`src/rtl/psd_pkg.sv`:
```
package psd_pkg;
  typedef enum logic {
    MOD_DIV32 = 1'b0,
    MOD_DIV33 = 1'b1
  } modulus_e;
endpackage

```
`src/rtl/psd_load_chk.sv`:
```
module psd_load_chk #(
  parameter int SW_W     = 5,
  parameter int MN_W     = 13,
  parameter int MAIN_MIN = 3
) (
  input  logic [SW_W-1:0] swal_in,
  input  logic [MN_W-1:0] main_in,
  output logic [MN_W-1:0] main_eff,
  output logic            bad
);
  localparam logic [MN_W-1:0] MIN_V = MN_W'(MAIN_MIN);

  logic [MN_W-1:0] swal_ext;
  logic            too_small;

  assign swal_ext = MN_W'(swal_in);

  always_comb begin
    too_small = (main_in < MIN_V);
    bad       = too_small || (swal_ext > main_in);
    main_eff  = too_small ? MIN_V : main_in;
  end
endmodule

```
`src/rtl/psd_main_cnt.sv`:
```
module psd_main_cnt #(
  parameter int MN_W = 13
) (
  input  logic            clk,
  input  logic            load,
  input  logic [MN_W-1:0] main_eff,
  output logic            term
);
  logic [MN_W-1:0] cnt_q;

  // counts M-1 down to 0; zero is the last clock of the period
  always_ff @(posedge clk) begin
    if (load) cnt_q <= main_eff - 1'b1;
    else      cnt_q <= cnt_q - 1'b1;
  end

  assign term = (cnt_q == '0);
endmodule

```
`src/rtl/psd_swal_cnt.sv`:
```
module psd_swal_cnt
  import psd_pkg::*;
#(
  parameter int SW_W = 5
) (
  input  logic            clk,
  input  logic            rst,
  input  logic            load,
  input  logic [SW_W-1:0] swal_in,
  output logic            mod_sel
);
  logic [SW_W-1:0] cnt_q;
  modulus_e        mod_q;

  // counts the divide-by-33 clocks left in this period; the select flop
  // tracks the next count value so it stays a registered output
  always_ff @(posedge clk) begin
    if (load) begin
      cnt_q <= swal_in;
      mod_q <= (swal_in != '0) ? MOD_DIV33 : MOD_DIV32;
    end else begin
      if (cnt_q != '0) cnt_q <= cnt_q - 1'b1;
      mod_q <= (cnt_q > SW_W'(1)) ? MOD_DIV33 : MOD_DIV32;
    end
  end

  assign mod_sel = mod_q;

  AST_MOD_STAYS_LOW: assert property (@(posedge clk) disable iff (rst)
    (mod_q == MOD_DIV32 && !load) |=> (mod_q == MOD_DIV32));
endmodule

```
`src/rtl/pswallow_div.sv`:
```
module pswallow_div #(
  parameter int SW_W     = 5,
  parameter int MN_W     = 13,
  parameter int MAIN_MIN = 3
) (
  input  logic            clk,
  input  logic            rst,
  input  logic            clr,
  input  logic [SW_W-1:0] swal_in,
  input  logic [MN_W-1:0] main_in,
  output logic            cmp_pulse,
  output logic            mod_sel,
  output logic            div_err
);
  logic [MN_W-1:0] main_eff;
  logic            bad;
  logic            term;
  logic            load;
  logic            pulse_q;
  logic            err_q;

  psd_load_chk #(.SW_W(SW_W), .MN_W(MN_W), .MAIN_MIN(MAIN_MIN)) u_chk (
    .swal_in  (swal_in),
    .main_in  (main_in),
    .main_eff (main_eff),
    .bad      (bad)
  );

  // reset, clear and terminal count all reload both counters
  assign load = rst || clr || term;

  psd_main_cnt #(.MN_W(MN_W)) u_main (
    .clk      (clk),
    .load     (load),
    .main_eff (main_eff),
    .term     (term)
  );

  psd_swal_cnt #(.SW_W(SW_W)) u_swal (
    .clk     (clk),
    .rst     (rst),
    .load    (load),
    .swal_in (swal_in),
    .mod_sel (mod_sel)
  );

  always_ff @(posedge clk) begin
    if (rst || clr) pulse_q <= 1'b0;
    else            pulse_q <= term;
    if (load)       err_q   <= bad;
  end

  assign cmp_pulse = pulse_q;
  assign div_err   = err_q;

  AST_PULSE_ONE_CLK: assert property (@(posedge clk) disable iff (rst)
    cmp_pulse |=> !cmp_pulse);
  AST_CLR_NO_PULSE: assert property (@(posedge clk) disable iff (rst)
    clr |=> !cmp_pulse);
  AST_ERR_HELD: assert property (@(posedge clk) disable iff (rst)
    !load |=> $stable(div_err));
  AST_NEW_PERIOD_MOD: assert property (@(posedge clk) disable iff (rst)
    cmp_pulse |-> (mod_sel == ($past(swal_in) != '0)));
endmodule

```
`config.mk`:
```
export PLATFORM = sky130hd
export DESIGN_NAME = pswallow_div
export DESIGN_NICKNAME = d
export VERILOG_FILES = /design/src/rtl/psd_pkg.sv /design/src/rtl/psd_load_chk.sv /design/src/rtl/psd_main_cnt.sv /design/src/rtl/psd_swal_cnt.sv /design/src/rtl/pswallow_div.sv
export SDC_FILE = /design/constraint.sdc
export NUM_CORES = 1
export LEC_CHECK = 0
export BUFFER_PORTS_ARGS = -buffer_cell sky130_fd_sc_hd__buf_2
export CORE_UTILIZATION = 45
export DETAILED_ROUTE_END_ITERATION = 16
export PLACE_DENSITY = 0.72
export SLEW_MARGIN = 20
export SYNTH_ARGS = -nofsm -noshare
export SYNTH_HDL_FRONTEND = slang
export SYNTH_SLANG_ARGS = --single-unit
```
`constraint.sdc`:
```
create_clock -name clk -period 2.56 [get_ports clk]
set_clock_uncertainty 0.1 [all_clocks]
set_input_delay 0.384 -clock clk [delete_from_list [all_inputs] [get_ports clk]]
set_output_delay 0.384 -clock clk [all_outputs]
set_load 0.02 [all_outputs]
```
* Word-level counts from Yosys, hierarchy flattened *
Cells that the tools add are included.

cells by class
  add/subtract/negate cells = 3
  $lt $le $gt $ge = 3
  muxes and demuxes = 7
  reductions and logical operators = 7

operator list
  kind                                                           number
  2-to-1 mux 13 bit                                              2
  subtractor 13 x 1 -> 13 bit, second input constant             2
  greater-than comparator 5 x 13 -> 1 bit                        1
  logical NOT 13 bit                                             1
  less-than comparator 13 x 2 -> 1 bit, second input constant    1
  2-to-1 mux 5 bit                                               2
  nonzero test 5 bit                                             2
  greater-than comparator 5 x 1 -> 1 bit, second input constant  1
  subtractor 5 x 1 -> 5 bit, second input constant               1
  logical OR 1 bit                                               3
  2-to-1 mux 1 bit                                               3
  nonzero test 2 bit                                             1

word-level totals
  bits in registers = 21
  input bits = 21
  output and inout port bits = 3
  logic and storage cells = 25

* Longest topological paths before layout *
Gate-level depths: netlist (run 1).

  depth in word-level cells = 4
  depth in mapped cells = 12
  depth with buffers taken out = 11

* By module *
A second synthesis (run 1) with hierarchy kept.

unflattened totals
  cells, all modules = 152
  area total of the unflattened synthesis = 1475.2 um^2

by module, submodules not included
  module        instances  cells an instance  area each (um^2)  sequential area each (um^2)
  psd_main_cnt  1          79                 779.5             260.2
  psd_swal_cnt  1          32                 365.4             170.2
  psd_load_chk  1          37                 266.5             0.0
  pswallow_div  1          4                  63.8              50.0

* Worst setup path after synthesis (run 1) *
No wires, ideal clock.

  path kind = reg2reg
  start = register u_main.cnt_q[3]
  end = register u_main.cnt_q[8]
  data arrival time = 2.491 ns
  required time = 2.338 ns
  path slack = -0.152 ns
  cell stages (with the launch flop) = 13
  path buffers = 1
  cell sequence = dfxtp_1 -> nor3_4 -> nand4_1 -> and2_1 -> inv_2 -> clkbuf_1 -> o21ai_0 -> o22ai_1 -> ha_1 -> o211ai_1 -> nor4_1 -> xnor2_1 -> mux2i_1

on the way
  word-level cells in the longest chain between the ends = 3
  elaborated cells between the ends (all ways) = 4
  classes of those cells = add/sub: 1; mux: 1; reduce/logical: 2

RTL lines
  element                                                              RTL line            source
  start: declaration                                                   psd_main_cnt.sv:9   logic [MN_W-1:0] cnt_q;
  start signal: assignment                                             psd_main_cnt.sv:13  if (load) cnt_q <= main_eff - 1'b1;
  start signal: assignment                                             psd_main_cnt.sv:14  else cnt_q <= cnt_q - 1'b1;
  branches (longest 2 deep; another with subtractor 13 x 1 -> 13 bit)  n/a
  2-to-1 mux 13 bit *                                                  psd_main_cnt.sv:13

Mark *: on every way between the ends.
A chain may end at the register's enable or synchronous reset.

* Worst setup path after layout (run 1) *
  start = register u_main.cnt_q[12]
  end = register u_main.cnt_q[12]

Same word-level chain as after synthesis.

==> results of run 1 <==
registers in the layout, indices dropped and copies added (netlist names):
| name | cells |
|---|---|
| u_swal.cnt_q | 5 |
| cmp_pulse | 1 |
| u_swal.mod_sel | 1 |
| div_err | 1 |
| u_main.cnt_q | 13 |
timing repair:
action / 4_1_cts / 5_1_grt
endpoints found under the setup margin: 0 / 5
gates resized for setup: 0 / 9
buffers inserted: 0 / 1
cell usage in the layout (no fill, tap or decap), types with 2 or more instances in the layout:
cell type,instances
a211oi_1,2
a21oi_1,5
a31oi_1,2
buf_2,23
buf_4,10
clkbuf_4,3
dfxtp_1,15
edfxtp_1,6
ha_1,8
inv_1,8
mux2i_1,7
nand2_1,17
nand3_1,5
nand4_1,2
nor2_1,11
nor3_1,6
nor3_2,3
nor4_1,2
nor4_2,5
o21ai_0,10
o22ai_1,2
or2_2,2
or3_1,4
or4_1,3
xnor2_1,15
xor2_1,5
area by class of cell:
type                    count  share of cell area
repair buffers             34              0.1137
clock inverters             1            0.002774
inverters                   9             0.02011
clock buffers               3             0.01248
well taps                  44             0.03051
flip-flops and latches     21              0.2663
multi-input cells         136              0.5541
synth_stat cells:
master     n  area, um^2
a211oi_1   2       15.01
a21oi_1    5       25.02
a22oi_1    1       7.510
a311oi_4   1       26.28
a31oi_1    2       12.51
and2_1     1       6.260
and3_1     1       6.260
buf_6      2       22.52
clkbuf_1   2       7.510
dfxtp_1   15       300.3
edfxtp_1   6       180.2
ha_1       9       112.6
inv_1      8       30.03
inv_2      1       3.750
mux2_4     1       15.01
mux2i_1    7       70.07
nand2_1   17       63.81
nand2b_1   1       6.260
nand3_1    5       25.02
nand3_2    1       10.01
nand3b_1   1       7.510
nand4_1    2       12.51
nor2_1    11       41.29
nor2b_1    1       6.260
nor3_1     9       45.04
nor3_4     1       16.27
nor3b_1    1       7.510
nor4_1     5       31.28
nor4_2     2       25.02
o211ai_1   1       7.510
o21ai_0   11       55.05
o21bai_1   1       7.510
o221a_2    1       11.26
o22ai_1    3       18.77
or2_1      1       6.260
or2_2      2       12.51
or3_1      4       25.02
or3_2      1       7.510
or4_1      3       22.52
or4_4      1       11.26
xnor2_1   15       131.4
xor2_1     5       43.79
final timing paths:
| check | start | endpoint | slack (ps) | cells past startpoint |
|---|---|---|---|---|
| setup / recovery | u_main.cnt_q[12]$_DFF_P_ | u_main.cnt_q[12]$_DFF_P_ | 120 | 11 |
| hold reg to reg | u_main.cnt_q[0]$_DFF_P_ | u_main.cnt_q[0]$_DFF_P_ | 490 | 1 |
| hold / removal | rst | cmp_pulse$_SDFF_PP0_ | 230 | 3 |
| setup reg to reg | u_main.cnt_q[12]$_DFF_P_ | u_main.cnt_q[12]$_DFF_P_ | 120 | 11 |
logic make-up after synthesis:
kind of cell             count (synthesis)  share of synthesized area
AO/OA/AOI/OAI                           28                     0.1244
XOR/XNOR                                20                     0.1169
adder cells (fa/ha/maj)                  9                    0.07513
buffers and inverters                   13                    0.04257
flip-flops                              21                     0.3205
multiplexers                             8                    0.05676
AND/OR/NAND/NOR                         71                     0.2638
power breakdown:
part           switching (W)  internal, W
combinational       0.000114     0.000101
clock               0.000112    0.0000586
sequential         0.0000405     0.000379
total               0.000267     0.000539
critical path, delay by kind of cell, from the launching register on:
family / cells / cell delay [ps]
XOR/XNOR: 1 / 120
buffers and inverters: 2 / 250
AO/OA/AOI/OAI: 4 / 640
flip-flops: 1 / 360
AND/OR/NAND/NOR: 3 / 640
adder cells (fa/ha/maj): 1 / 220
stage by stage:
stage | std cells | instance area (um^2) | setup TNS [ps] | hold slack (ps)
after global placement | 243 | 1722 | 0 | 420.3
after CTS | 247 | 1749 | 0 | 229.4
after global routing | 248 | 1804 | -309.5 | 228.6
final | 248 | 1804 | 0 | 231.7
after floorplan | 170 | 1516 | 0 | 402.9
after detailed placement | 243 | 1722 | 0 | 431.4
metal layers:
metal,global-route usage,up-vias,part of all wire
met3,0.03247,7,0.042
met2,0.3714,43,0.50
met4,0.07973,0,0.017
met1,0.3000,655,0.44
met5,0,-,0
li1,-,685,-
==> impl_results.md, run 1 <==
* CTS tree: built
* Vias per std cell at 5.605
* Die Footprint at approximately 0.0036 mm^2
* Htree depth at 1
* Crit-path cells: nor4_2 -> nand4_1 -> and2_4 -> inv_4 -> o21ai_1 -> o22ai_1 -> ha_2 -> o211ai_1 -> buf_4 -> a211oi_1 -> xnor2_1
* Max VDD drop at around 180 uV
* Yosys synthesis warning count at 0
* Mapped Area at ~0.0015 mm^2
* NumNets Final at about 240
* Crit share post-route at 0.9532
* Multi-input logic area at roughly 1000 um^2
* Max Slew Vio Count at 0
* Inserted Diodes at 0
* Crit-path slowest cell: dfxtp_1
* Synth cell types at 42
* Num ports at 24
* Post-route ant nets at 0
* PD cells at ~450 mW/mm^2
* Sink Count at 21
* Row count at 20
* Pwr Total at between 0.0008 and 0.0009 W
* CTS Root Cell: clkbuf_4
* Syn Inst Count at between 150 and 200
* GRT overflow at 0
* Final Util at 0.5815
* Maxcap violations at 0
* Max-Slew Margin vs Limit at 0.6297
* Clk buf depth at 2
* Largest net degree at the start of global routing at 26
* Run status: complete, no violations
* CTS Hold Bufs at 0
* Crit path capture type: register
* CP Data Required Time at between 2000 and 3000 ps
* Worst-path fanout max at 7
* Area Growth Syn to Fin at 20.37%
* Drt wl/cell at around 14 um
* First-pass iteration count of the detailed router at 4
* Worst path arrival time at approximately 2600 ps
* Vias in the first global route at around 1,300
* Worst slack at placement at 75.07 ps
* Routed WL at between 3000 and 4000 um
* Crit start category: register
* CTS buffer count at 3
* Initial cell density of the core at 0.4831
* Static leakage at around 0.70 nW
* Layout cells sized above 1 at 0.2892
* Synthesis-stage register bit count at 21
* 1st-iter DRT viols at between 70 and 80
* Final min period at between 2000 and 2500 ps
* Syn_nets at 200
* Fin worst setup slack at between 100 and 150 ps
* Clock transition at path regs at about 120 ps
* Post-Syn Area per Cell at ~9 um^2
* Sequential cell area fraction in the yosys report at 0.3205
* Worst hold path type: in -> reg
* Final hold violations at 0
* Core area at 0.003103 mm^2
* Total track usage at 0.2254
* Max Clk Rate at 0.4098 GHz
* Measured slew at the worst slew-check pin at approximately 550 ps
* Die extent in y at roughly 60 um
* HPWL Detailed at 2791 um
* Clock latency at the later pin of the worst-skew pair at between 300 and 400 ps
* Initial antenna violation count at 0
* Final setup violation count at 0
* DR vias at approximately 1,400
* GPL Wtd Cong at approximately 0.86
* DRC violations left at 0
* CP peak stage delay at about 360 ps
* First-pass GRT wire length at between 5000 and 6000 um
* CP Class: reg -> reg
* Filler instances at about 290
* I/O Buffers at 23
* Die width at between 50 and 60 um
* Total area of sequential cells at 480.5 um^2
No activity file was read; power rests on OpenSTA's default activity.
==> inputs of run 2 (changes only) <==
- HOLD_SLACK_MARGIN: not set -> 0.05
- PLACE_DENSITY: 0.72 -> 0.68
==> run 2 against run 1 <==
Against the previous run: sequential power about the same; global-route usage decreased by 0.66 points; clock power decreased by 3%; worst hold slack improved by 7.8 ps; total power decreased by 1.7%; cell count decreased by 0.81%; count of clock-buffer cells in the layout increased by 1; wire length decreased by 3.0%; critical path depth unchanged; sequential cell count unchanged; critical path type unchanged; largest cell class unchanged; largest power group unchanged.
==> impl_results.md, run 2 (synthesis results as in run 1) <==
* Run status: complete, no violations
* Vias per std cell at around 5.5
* Largest net degree at the start of global routing at 26
* Layout cells sized above 1 at 0.2673
* First-pass iteration count of the detailed router at 4
* Largest Register: u_main.cnt_q
* Die extent in y at 59.72 um
* Cell area after layout at between 0.0015 and 0.002 mm^2
* CTS Root Cell: clkbuf_4
* Max Slew Vio Count at 0
* Vias in the first global route at about 1,300
* Row count at 20
* Filler instances at approximately 300
* Total track usage at 0.2188
* Final min period at 2426 ps
* HPWL Detailed at 2758 um
* Die width at 59.72 um
* Worst hold path type: in -> reg
* CP peak stage delay at about 350 ps
* Clock transition at path regs at 120 ps
* DR vias at around 1,300
* Post-route ant nets at 0
* Clock latency at the later pin of the worst-skew pair at 320 ps
* CTS tree: built
* CP Data Required Time at 2680 ps
* I/O Buffers at 23
* Placed cell areas at roughly 0.0017 mm^2
* Inserted Diodes at 0
* Worst Hold Depth at 3
* Met1 usage in global routing at 0.2918
* Worst path arrival time at approximately 2600 ps
* Crit path capture type: register
* Htree depth at 1
* Initial antenna violation count at 0
* CTS buffer count at 3
* Core area at between 0.003 and 0.004 mm^2
* WHS at roughly 240 ps
* Leading cell type in the layout, fill and taps excluded: buf_2
* GPL Wtd Cong at 0.8970
* Static leakage at around 0.7 nW
* Num ports at 24
* Final hold violations at 0
* Crit share post-route at 0.9478
* Crit-path cells: nor4_1 -> nand4_1 -> and2_4 -> inv_4 -> o21ai_1 -> o22ai_1 -> ha_2 -> o211ai_1 -> nor4_1 -> xnor2_1 -> mux2i_1
* Maxcap violations at 0
* Busiest grt layer: met2
* GRT overflow at 0
* CP Class: reg -> reg
* Measured slew at the worst slew-check pin at roughly 530 ps
* Sink Count at 21
* NumNets Final at 233
* Most frequent cells in the layout: 23 x buf_2, 17 x nand2_1, 15 x xnor2_1, 15 x dfxtp_1, 11 x nor2_1
* Max Clk Rate at just over 0.4 GHz
* CTS Hold Bufs at 0
* Clk buf depth at 2
* DRC violations left at 0
* PD cells at around 450 mW/mm^2
* Die Footprint at approximately 0.0036 mm^2
* R2R setup slack at 130 ps
* First-pass GRT wire length at 5782 um
* Max VDD drop at 180.8 uV
* 1st-iter DRT viols at 56
* Initial cell density of the core at 0.4831
* Max-Slew Margin vs Limit at 0.6446
* Area Growth Syn to Fin at 18.20%
* Max FFs per register at 13
* Final setup violation count at 0
* Crit-path slowest cell: dfxtp_1
* GR Layer Usage met3 at 0.02597
* Crit start category: register
* Drt wl/cell at ~14 um
* GRT met2 Usage at 0.3587
* Leading registers by flop count: u_main.cnt_q: 13 flops, u_swal.cnt_q: 5 flops
* Worst-path fanout max at 4
* CP dominant cell by count: nor4_1
* R2R cell count at 11
* Routed WL at 3480 um
-- run 2: changes by cell type in the layout (fill, tap and decap cells not counted), sizes merged --
cell    delta
clkinv     -1
buf        -2
clkbuf     +1
-- run 2: final timing paths --
kind	start	endpoint
setup / recovery	u_main.cnt_q[1]$_DFF_P_	u_main.cnt_q[8]$_DFF_P_
hold / removal	rst	cmp_pulse$_SDFF_PP0_
hold reg to reg	u_main.cnt_q[0]$_DFF_P_	u_main.cnt_q[0]$_DFF_P_
setup reg to reg	u_main.cnt_q[1]$_DFF_P_	u_main.cnt_q[8]$_DFF_P_
-- run 2: routing by layer --
layer	wire length, um	share of wire	vias up
li1	-	-	684
met3	195	0.056	5
met5	0	0	-
met2	1634	0.47	46
met4	49	0.014	0
met1	1600	0.46	612
-- run 2: repair_timing --
item                       4_1_cts  5_1_grt
resized for setup                0        6
setup endpoints to repair        0        3
buffers inserted                 0        1
-- run 2: worst max-delay path: cells and delay by family, from the launching register on --
kind / cells / cell delay [ps]
fa+ha+maj: 1 / 210
compound gates: 3 / 340
buf+inv: 1 / 50
flops: 1 / 350
mux: 1 / 80
simple gates: 4 / 1050
xor+xnor: 1 / 150
-- run 2: metrics by stage --
stage          setup WS [ps]  utilization  TNS [ps]  total power (W)  cells
4_1_cts                106.7       0.5585         0        0.0007850    245
6_report               133.6       0.5710         0        0.0007921    246
3_5_place_dp           115.8       0.5500         0        0.0006254    241
3_3_place_gp           139.0       0.5500         0        0.0006147    241
5_1_grt               -89.70       0.5710    -203.7        0.0008328    246
2_1_floorplan          18.14            -         0        0.0005561    170
-- run 2: cell type report --
class | instances | area (um^2) | share of cell area
Tap cell | 44 | 55.05 | 0.03107
Inverter | 9 | 36.28 | 0.02048
Multi-Input combinational cell | 136 | 987.2 | 0.5572
Sequential cell | 21 | 480.5 | 0.2712
Clock buffer | 4 | 26.28 | 0.01483
Timing Repair Buffer | 32 | 186.4 | 0.1052
-- run 2: power by group --
part           internal (W)  switching (W)
sequential         0.000379      0.0000403
combinational     0.0000978       0.000110
clock             0.0000610       0.000105
==> inputs of run 3 (changes only) <==
- PLACE_DENSITY: 0.68 -> 0.66
- clock period: 2.56 -> 2.3 ns (I/O delays scaled with it)
==> run 3 against run 2 <==
Against the previous run: the flow now finishes with violations (setup timing); global-route usage increased by 4.1 points; sequential share of layout area down 3.5 points; non-clock buffer count grew 28; design area up 16%; total power grew 23%; largest cell class unchanged; highest routed layer unchanged.
==> impl_results.md, run 3 (synthesis results as in run 1) <==
* Drt wl/cell at between 15 and 20 um
* CTS buffer count at 3
* RSZ-0062 raised after global routing: true
* Final min period at approximately 2300 ps
* R2r endpoint: u_main.cnt_q[8]$_DFF_P_
* Fin worst setup slack at -10.98 ps
* GRT overflow at 0
* Largest Register: u_main.cnt_q
* Final Util at 0.6629
* Failing checks: setup timing
* Maxcap violations at 0
* Worst path arrival time at approximately 2400 ps
* Clock latency at the later pin of the worst-skew pair at ~320 ps
* Worst-path fanout max at 3
* Layout cells sized above 1 at 0.4043
* R2R setup slack at -10 ps
* Pwr Total at ~0.001 W
* GPL Wtd Cong at approximately 0.95
* Non-filler cells in the finished layout at between 200 and 300
* R2R cell count at 12
* Worst r2r src: u_main.cnt_q[8]$_DFF_P_
* PD cells at between 400 and 500 mW/mm^2
* Max-Slew Margin vs Limit at 0.6725
* CP Data Required Time at approximately 2400 ps
* Inserted Diodes at 0
* Leading registers by flop count: u_main.cnt_q: 13 flops, u_swal.cnt_q: 5 flops
* Critical Path Start: u_main.cnt_q[8]$_DFF_P_
* 1st-iter DRT viols at 73
* DRC violations left at 0
* Filler instances at 273
* CTS tree: built
* Dpl cells at between 200 and 300
* Routed WL at 4165 um
* Crit path to: u_main.cnt_q[8]$_DFF_P_
* Largest net degree at the start of global routing at 23
* Area Growth Syn to Fin at 37.23%
* WHS at between 200 and 250 ps
* Max FFs per register at 13
* Die width at around 60 um
* Worst hold path type: in -> reg
* Htree depth at 1
* CTS Root Cell: clkbuf_4
* Initial cell density of the core at 0.4831
* NumNets Final at roughly 260
* Most frequent cells in the layout: 36 x buf_4, 23 x buf_2, 17 x nand2_1, 15 x xnor2_1, 11 x dfxtp_1
* Vias in the first global route at between 1,000 and 1,500
* Clk buf depth at 2
* Crit start category: register
* Crit path capture type: register
* Sink Count at 21
* DR vias at between 1,000 and 1,500
* Leading cell type in the layout, fill and taps excluded: buf_4
* Post-route ant nets at 0
* First-pass GRT wire length at around 6800 um
* Die extent in y at ~60 um
* Clock transition at path regs at around 130 ps
* Crit share post-route at 1.005
* Max Clk Rate at 0.4327 GHz
* First-pass iteration count of the detailed router at 4
* Max VDD drop at approximately 260 uV
* Vias per std cell at 5.442
* Final setup violation count at 1
* I/O Buffers at 23
* Row count at 20
* Num ports at 24
* Initial antenna violation count at 0
* HPWL Detailed at slightly below 3000 um
* Final hold violations at 0
* Worst slack at placement at -140.9 ps
* Static leakage at between 0.8 and 0.9 nW
* Total track usage at 0.2595
* Die Footprint at about 0.0036 mm^2
* CTS Hold Bufs at 0
* CP Class: reg -> reg
* Core area at roughly 0.0031 mm^2
* Run status: finished, violations left
* Measured slew at the worst slew-check pin at approximately 490 ps
* Max Slew Vio Count at 0
[run 3: how the worst min path moves through the flow]
stage / startpoint / endpoint / depth (start not counted)
after floorplan: main_in[0] / u_main.cnt_q[0]$_DFF_P_ / 1
after global placement: u_main.cnt_q[6]$_DFF_P_ / u_main.cnt_q[6]$_DFF_P_ / 2
after detailed placement: u_main.cnt_q[6]$_DFF_P_ / u_main.cnt_q[6]$_DFF_P_ / 2
after CTS: rst / cmp_pulse$_SDFF_PP0_ / 3
after global routing: clr / cmp_pulse$_SDFF_PP0_ / 3
final: rst / cmp_pulse$_SDFF_PP0_ / 3
[run 3: timing repair]
item,CTS,global route
pin swaps,9,9
gates resized for setup,11,7
endpoints found under the setup margin,4,6
buffers inserted,9,4
cloned,0,0
[run 3: critical path: stages (launching register included)]
cell and delay, ps:
dfxtp_2 350, nor4_2 250, nand4_1 140, and2_4 180
inv_4 50, o21ai_2 60, o22ai_2 120, ha_2 230
o211ai_1 160, buf_4 190, nor4_4 150, xnor2_1 140
mux2i_1 80
[run 3: per-stage QoR]
stage	setup TNS, ps	area [um^2]
final	-10.98	2057
after global routing	-873.2	2057
after CTS	-10.20	1984
after detailed placement	-386.1	1833
after global placement	0	1833
after floorplan	-331.6	1523
[run 3: final cells by class]
type / instances / area (um^2) / share of cell area
multi-input cells: 136 / 1049 / 0.5097
well taps: 44 / 55.05 / 0.02676
flip-flops and latches: 21 / 485.5 / 0.2360
clock buffers: 4 / 26.28 / 0.01277
inverters: 9 / 36.28 / 0.01764
repair buffers: 60 / 405.4 / 0.1971
[run 3: layer usage]
layer  track usage  vias to the layer above  wire length (um)
met5             0                        -                 0
met4        0.1096                        0               128
met3       0.03896                       13               186
met2        0.4143                       46              1908
met1        0.3476                      696              1942
li1              -                      736                 -
[run 3: where the power goes]
group          switching [W]  total (W)  internal, W
clock               0.000125   0.000193    0.0000679
combinational       0.000158   0.000320     0.000162
sequential         0.0000410   0.000464     0.000423
total               0.000324   0.000977     0.000654
